## config.mk

```make
export PLATFORM = sky130hd
export DESIGN_NAME = spi_host_ctl
export DESIGN_NICKNAME = d
export VERILOG_FILES = /design/src/rtl/spi_host_ctl.sv
export SDC_FILE = /design/constraint.sdc
export NUM_CORES = 1
export LEC_CHECK = 0
export BUFFER_PORTS_ARGS = -buffer_cell sky130_fd_sc_hd__buf_2
export CORE_MARGIN = 2
export CORE_UTILIZATION = 61
export CTS_CLUSTER_SIZE = 8
export DETAILED_ROUTE_END_ITERATION = 16
export PLACE_DENSITY = 0.81
export REMOVE_ABC_BUFFERS = 1
export SLEW_MARGIN = 20
export SYNTH_ARGS = -nofsm -noshare
export SYNTH_HDL_FRONTEND = slang
export SYNTH_SLANG_ARGS = --single-unit
```

## constraint.sdc

```tcl
create_clock -name clk -period 5.6 [get_ports clk]
set_clock_uncertainty 0.1 [all_clocks]
set_input_delay 0.84 -clock clk [delete_from_list [all_inputs] [get_ports clk]]
set_output_delay 0.84 -clock clk [all_outputs]
set_load 0.03 [all_outputs]
```

## src/rtl/spi_host_ctl.sv

```systemverilog
module spi_host_ctl #(
  parameter logic [31:0] MODE_RST = 32'h2E7F_0000
) (
  input  logic        clk,
  input  logic        rst_n,
  input  logic [2:0]  addr,
  input  logic        wr_en,
  input  logic [31:0] wdata,
  output logic [31:0] rdata,
  output logic        irq,
  output logic        sclk,
  output logic        mosi,
  input  logic        miso
);
  localparam logic [2:0]  A_MODE = 3'd0, A_EVT = 3'd1, A_MASK = 3'd2, A_TX = 3'd3, A_RX = 3'd4;
  localparam logic [31:0] MODE_WMASK = 32'h3FFF_4000;

  logic [31:0] mode_q, rx_q, tx_sh, rx_sh;
  logic [1:0]  mask_q;
  logic        ne_q, busy, act;
  logic [5:0]  ecnt;
  logic [8:0]  div;

  wire cpol = mode_q[29];
  wire cpha = mode_q[28];
  wire d16  = mode_q[27];
  wire msbf = mode_q[26];
  wire mstr = mode_q[25];
  wire en   = mode_q[24];
  wire alt  = mode_q[14];
  wire [3:0] lenf = mode_q[23:20];
  wire [3:0] pm   = mode_q[19:16];

  wire [5:0]  nbits   = (lenf == 4'd0) ? 6'd32 : {2'b0, lenf} + 6'd1;
  wire [4:0]  topb    = 5'(nbits - 6'd1);
  wire [8:0]  hlast   = d16 ? {pm, 5'b11111} : {4'b0, pm, 1'b1};
  wire [31:0] lenmask = ~(32'hFFFF_FFFE << topb);
  wire        short8  = nbits <= 6'd8;
  wire        short16 = nbits <= 6'd16;
  wire [6:0]  elast   = {nbits, 1'b0} - 7'd1;

  wire [31:0] tx_word = (alt && short16) ? (wdata >> (short8 ? 5'd24 : 5'd16)) : wdata;

  wire        edge_now = busy && (div == 9'd0);
  wire        samp     = (ecnt[0] == cpha);
  wire        last     = ({1'b0, ecnt} == elast);
  wire [31:0] rx_nx    = msbf ? {rx_sh[30:0], miso} : {miso, rx_sh[31:1]};
  wire [31:0] rx_fin   = samp ? rx_nx : rx_sh;
  wire [31:0] rx_al    = (msbf ? rx_fin : (rx_fin >> (6'd32 - nbits))) & lenmask;
  wire [31:0] rx_word  = (alt && short16) ? (rx_al << 16) : rx_al;

  wire mode_wr = wr_en && (addr == A_MODE);
  wire start   = wr_en && (addr == A_TX) && en && mstr && !busy;

  assign sclk = cpol ^ act;
  assign mosi = msbf ? tx_sh[topb] : tx_sh[0];
  assign irq  = |({ne_q, ~busy} & mask_q);

  always_comb begin
    case (addr)
      A_MODE:  rdata = mode_q;
      A_EVT:   rdata = {22'b0, ne_q, ~busy, 8'b0};
      A_MASK:  rdata = {22'b0, mask_q, 8'b0};
      A_RX:    rdata = rx_q;
      default: rdata = 32'b0;
    endcase
  end

  always_ff @(posedge clk or negedge rst_n) begin
    if (!rst_n) begin
      mode_q <= MODE_RST;
      mask_q <= 2'b0;
      ne_q   <= 1'b0;
      rx_q   <= 32'b0;
      busy   <= 1'b0;
      act    <= 1'b0;
      ecnt   <= 6'd0;
      div    <= 9'd0;
      tx_sh  <= 32'b0;
      rx_sh  <= 32'b0;
    end else begin
      if (mode_wr) mode_q <= wdata & MODE_WMASK;
      if (wr_en && addr == A_MASK) mask_q <= wdata[9:8];
      if (wr_en && addr == A_EVT && wdata[9]) ne_q <= 1'b0;
      if (mode_wr && !wdata[24]) begin
        busy  <= 1'b0;
        act   <= 1'b0;
        ecnt  <= 6'd0;
        div   <= 9'd0;
        tx_sh <= 32'b0;
        rx_sh <= 32'b0;
      end else if (start) begin
        busy  <= 1'b1;
        act   <= 1'b0;
        ecnt  <= 6'd0;
        div   <= hlast;
        tx_sh <= tx_word;
        rx_sh <= 32'b0;
      end else if (edge_now) begin
        act <= ~act;
        div <= hlast;
        if (samp) rx_sh <= rx_nx;
        else if (ecnt != 6'd0) tx_sh <= msbf ? (tx_sh << 1) : (tx_sh >> 1);
        if (last) begin
          busy <= 1'b0;
          ecnt <= 6'd0;
          rx_q <= rx_word;
          ne_q <= 1'b1;
        end else begin
          ecnt <= ecnt + 6'd1;
        end
      end else if (busy) begin
        div <= div - 9'd1;
      end
    end
  end
endmodule


```

## Yosys cells after proc, flatten, opt, wreduce, memory -nomap -nowiden

Cells that the tools add are included.

- Bits in registers: 131
- Output and inout port bits: 35
- Input port bits: 39
- Word-level logic and storage cells: 103

- Add/sub/neg operators: 6
- Reductions and logical operators: 25
- Shift operators: 3
- Order comparisons: 3
- Bitwise operators: 8
- Equal/unequal tests: 7
- Muxes and demuxes: 41

Operators by type and width:

| cell | count |
|---|---|
| 2-to-1 mux 32 bit | 14 |
| case mux 32 bit (4 select lines) | 1 |
| 2-to-1 mux 9 bit | 5 |
| AND 32 bit | 1 |
| inverter 32 bit | 1 |
| << shifter 32 x 5 -> 32 bit, first input constant | 1 |
| >> shifter 32 x 5 -> 32 bit | 1 |
| >> shifter 32 x 6 -> 32 bit | 1 |
| 2-to-1 mux 6 bit | 5 |
| 2-to-1 mux 1 bit | 14 |
| logical AND 1 bit | 11 |
| logical NOT 9 bit | 1 |
| nonzero test 3 bit | 3 |
| subtractor 9 x 1 -> 9 bit, second input constant | 1 |
| equality test 6 x 7 -> 1 bit | 1 |
| subtractor 7 x 1 -> 7 bit, second input constant | 1 |
| adder 6 x 1 -> 6 bit, second input constant | 1 |
| equality test 3 x 2 -> 1 bit, second input constant | 2 |
| less-or-equal comparator 6 x 4 -> 1 bit, second input constant | 1 |
| less-or-equal comparator 6 x 5 -> 1 bit, second input constant | 1 |
| < comparator 5 x 6 -> 1 bit, second input constant | 1 |
| nonzero test 6 bit | 1 |
| subtractor 6 bit, first input constant | 1 |
| adder 4 x 1 -> 5 bit, second input constant | 1 |
| other kinds (18) | 22 |

## Longest topological paths before layout

- Depth in word-level cells: 8
- Gate-level depth with buffers: 18
- Mapped depth without buffers: 13

## Worst setup path after synthesis

No wires, ideal clock.

- Kind: register -> output
- From: register mode_q[20]
- To: output port mosi
- Arrival time: 4.240 ns
- Setup slack: 0.420 ns
- Cell stages (with the launch flop): 16
- Path buffers: 6
- Data required time: 4.660 ns
- Cells stage by stage: dfstp_2 > buf_2 > clkinv_1 > ha_1 > or3b_1 > buf_6 > nand2_8 > buf_12 > ha_1 > clkbuf_1 > clkbuf_1 > clkbuf_1 > mux4_2 > mux4_2 > nand2_1 > a31oi_1

- Longest elaborated chain between the ends: 6
- Elaborated cells on any way between the ends: 7
- Those cells by class: add/sub: 2; mux: 4; reduce/logical: 1

Ends and longest elaborated chain:

| what | RTL line | RTL |
|---|---|---|
| start: declaration | 18 | `logic [31:0] mode_q, rx_q, tx_sh, rx_sh;` |
| start signal: assignment | 82 | `if (mode_wr) mode_q <= wdata & MODE_WMASK;` |
| adder 4 x 1 -> 5 bit or logical NOT 4 bit (tied branches) | 34 | `wire [5:0] nbits = (lenf == 4'd0) ? 6'd32 : {2'b0, lenf} + 6'd1;` |
| 2-to-1 mux 6 bit (*) | 34 |  |
| subtractor 5 x 1 -> 5 bit (*) | 35 | `wire [4:0] topb = 5'(nbits - 6'd1);` |
| binary-select mux 1 bit (select 5 bit) (*) | 56 | `assign mosi = msbf ? tx_sh[topb] : tx_sh[0];` |
| 2-to-1 mux 1 bit (implied by the code) (*) | 56 |  |
| 2-to-1 mux 1 bit (*) | 56 |  |
| end: declaration | 12 | `output logic mosi,` |

Mark *: on every way between the ends. The rest lies on a longest branch, timed or not. The select of a mux whose other input is x is not followed.

## Final worst setup path

Ends and elaborated chain as after synthesis.

==> flow_metrics.py <==
metrics = {
    "floorplan": {
        "dieArea_mm2": 0.0180,
        "start_util_pct": 62.3,
        "rows": 47,
        "die_y_um": 134,
        "fp.coreArea_mm2": 0.0166,
        "die_w_um": 134,
        "ios": 74,
    },
    "finish": {
        "drive_above_1_share_pct": 20.6,
        "multi_input_area_mm2": 0.00660,
        "n_antenna_cell": 0,
        "final_design_area_no_fill_mm2": 0.0115,
        "syn2layout_area_growth_pct": 10.8,
        "fin_util_pct": 69.1,
        "final_nets": 1270,
        "nFillCells": 1374,
        "seqCellArea_mm2": 0.00330,
    },
    "place": {
        "place_hpwl_mm": 24.6,
        "port_buffers": 73,
        "gp_congestion": 1.08,
        "post_dp_cell_area_mm2": 0.0109,
    },
    "global_route": {
        "grt_overflow": 0,
        "grt_usage_pct": 40.4,
        "first_global_vias": 9865,
        "grt_max_degree": 88,
        "grt_pass1_wl_mm": 56.1,
        "antenna_found_initial": 0,
    },
    "run": {
        "cap_violations": 0,
    },
    "sta": {
        "tns_ns": 0,
        "drv_slew": 0,
        "finalSetupViolations": 0,
        "clock.fmax_ghz": 0.185,
        "worst_slew_pin_slew_ns": 1.09,
        "rsz0062_at_grt": "no",
        "hold_violations": 0,
        "finalCriticalPeriod_ns": 5.42,
        "hold_slack_ns": 0.345,
        "fin_crit_sh_pct": 96.7,
        "relSlewSlack_pct": 27.1,
    },
    "routing": {
        "via_count": 10300,
        "first_iter_violations": 1400,
        "via_per_inst": 7.08,
        "wl_per_cell_um": 24.4,
        "wl_mm": 35.5,
        "drc_errors": 0,
        "dr.pass1.iters": 8,
        "ant_nets": 0,
    },
    "outcome": {
        "outcome": "complete, no violations",
    },
    "power_and_ir_drop": {
        "p_total_uw": 4740,
        "power_density_mw_per_mm2": 414,
        "ir_worst_vdd_v": 0.000242,
        "p_leak_uw": 0.00489,
    },
    "setup_path": {
        "cp_max_fo": 17,
        "critPathCaptureType": "output pin",
        "critical_path_class": "register to output pin",
        "worstPathRequired_ns": 4.66,
        "cp-start-kind": "register",
        "cp.arrival_ns": 4.48,
    },
    "cts": {
        "cts_tree": "built",
        "cts.clk_slew.worst_paths_ns": 0.07,
        "cts_inserted_buffers": 17,
        "cts_root_buf": "clkbuf_16",
        "postCtsSetupBuffers": 0,
        "postCtsHoldBufs": 0,
        "clock_sinks": 131,
        "cts_resized": 0,
        "clock_path_buffers": 2,
        "clock_latency_ns": 0.44,
        "htreeDepth": 4,
    },
    "synthesis": {
        "synthCells": 1189,
        "async_flop_share_pct": 100,
        "syn_area_mm2": 0.0103,
        "synth_ff_type": "dfrtp_1",
        "syn_avg_cell_area_um2": 8.69,
        "ys_types": 81,
        "yosys_register_bits": 131,
        "yosysWarnings": 0,
        "synth_edf_count": 0,
        "ys_seq_area_share_pct": 31.9,
    },
    "min_path": {
        "hp-class": "input pin to async pin",
    },
}
==> cells by family after synthesis <==
kind of cell	Yosys count	synth area share [%]
compound gates	349	21.3
xor+xnor	17	1.62
fa+ha+maj	10	1.21
buf+inv	109	4.76
flops	131	31.9
mux	183	22.1
simple gates	390	17.2
==> worst max-delay path, cell delays in order, from the launching register on <==
cell      delay [ns]
dfstp_2         0.66
clkinv_1        0.29
ha_1            0.38
or3b_1          0.40
nand2_8         0.20
ha_1            0.64
mux4_2          0.55
mux4_2          0.46
nand2_1         0.09
a31oi_1         0.12
buf_2           0.23
==> final timing paths <==
path | start | endpoint | slack (ns) | depth (start not counted)
worst max-delay path | mode_q[20]$_DFFE_PN1P_ | mosi | 0.18 | 10
worst min-delay path | rst_n | rx_sh[17]$_DFFE_PN0P_ | 0.34 | 1
worst max register to register | mode_q[20]$_DFFE_PN1P_ | rx_q[30]$_DFFE_PN0P_ | 0.53 | 14
worst min register to register | rx_q[1]$_DFFE_PN0P_ | rx_q[1]$_DFFE_PN0P_ | 0.37 | 2
max in group asynchronous | rst_n | rx_q[21]$_DFFE_PN0P_ | 3.92 | 2
min in group clk | rx_q[1]$_DFFE_PN0P_ | rx_q[1]$_DFFE_PN0P_ | 0.37 | 2
==> layout by cell type (no fill, tap or decap), types with 18 or more instances in the layout <==
cell type	instances
nor3_1	23
mux4_2	29
mux2_2	55
o22a_1	18
nand2_1	113
nand3_1	39
buf_2	72
o22ai_1	28
a21oi_1	94
o21ai_0	94
mux2i_1	97
and3_1	20
nor2_1	137
dfrtp_1	120
buf_4	35
==> per-stage QoR <==
stage	std cells	setup slack, ns
2_1_floorplan	1094	0.395
3_3_place_gp	1422	0.768
3_5_place_dp	1422	0.732
4_1_cts	1454	0.229
5_1_grt	1454	0.0184
6_report	1454	0.184
==> cell type report <==
type                    count  share of cell area, %
repair buffers            108                   5.54
multi-input cells         949                   57.6
clock buffers              18                   3.84
clock inverters            14                   1.34
inverters                  14                  0.481
flip-flops and latches    131                   28.8
well taps                 220                   2.40
==> Yosys cell counts (14+ instances only) <==
| master | number | area, µm² |
|---|---|---|
| nor2_1 | 138 | 518 |
| dfrtp_1 | 120 | 3000 |
| nand2_1 | 113 | 424 |
| mux2i_1 | 97 | 971 |
| a21oi_1 | 95 | 475 |
| o21ai_0 | 94 | 470 |
| clkbuf_1 | 62 | 233 |
| mux2_2 | 55 | 619 |
| nand3_1 | 39 | 195 |
| mux4_2 | 29 | 653 |
| o22ai_1 | 28 | 175 |
| nor3_1 | 23 | 115 |
| and3_1 | 20 | 125 |
| o22a_1 | 18 | 158 |
| a31oi_1 | 17 | 106 |
| buf_2 | 15 | 75.1 |
| nand2b_1 | 15 | 93.8 |
| a211oi_1 | 14 | 105 |
==> registers in the layout, indices dropped and copies added (netlist names) <==
signal  count
act         1
busy        1
div         9
ecnt        6
mask_q      2
mode_q     15
ne_q        1
rx_q       32
rx_sh      32
tx_sh      32
==> power by group <==
group,internal [µW],leakage (µW),switching [µW]
logic,847,0.00291,1390
clock network,672,0.000289,471
registers,1120,0.00170,236
==> per-layer routing <==
metal | routed length [µm] | vias up | global-route usage (%)
li1 | - | 4482 | -
met2 | 16300 | 750 | 62.6
met5 | 0 | - | 0
met1 | 13400 | 4903 | 53.5
met4 | 1870 | 0 | 20.4
met3 | 3950 | 159 | 9.22
(Power assumes the default switching activity.)
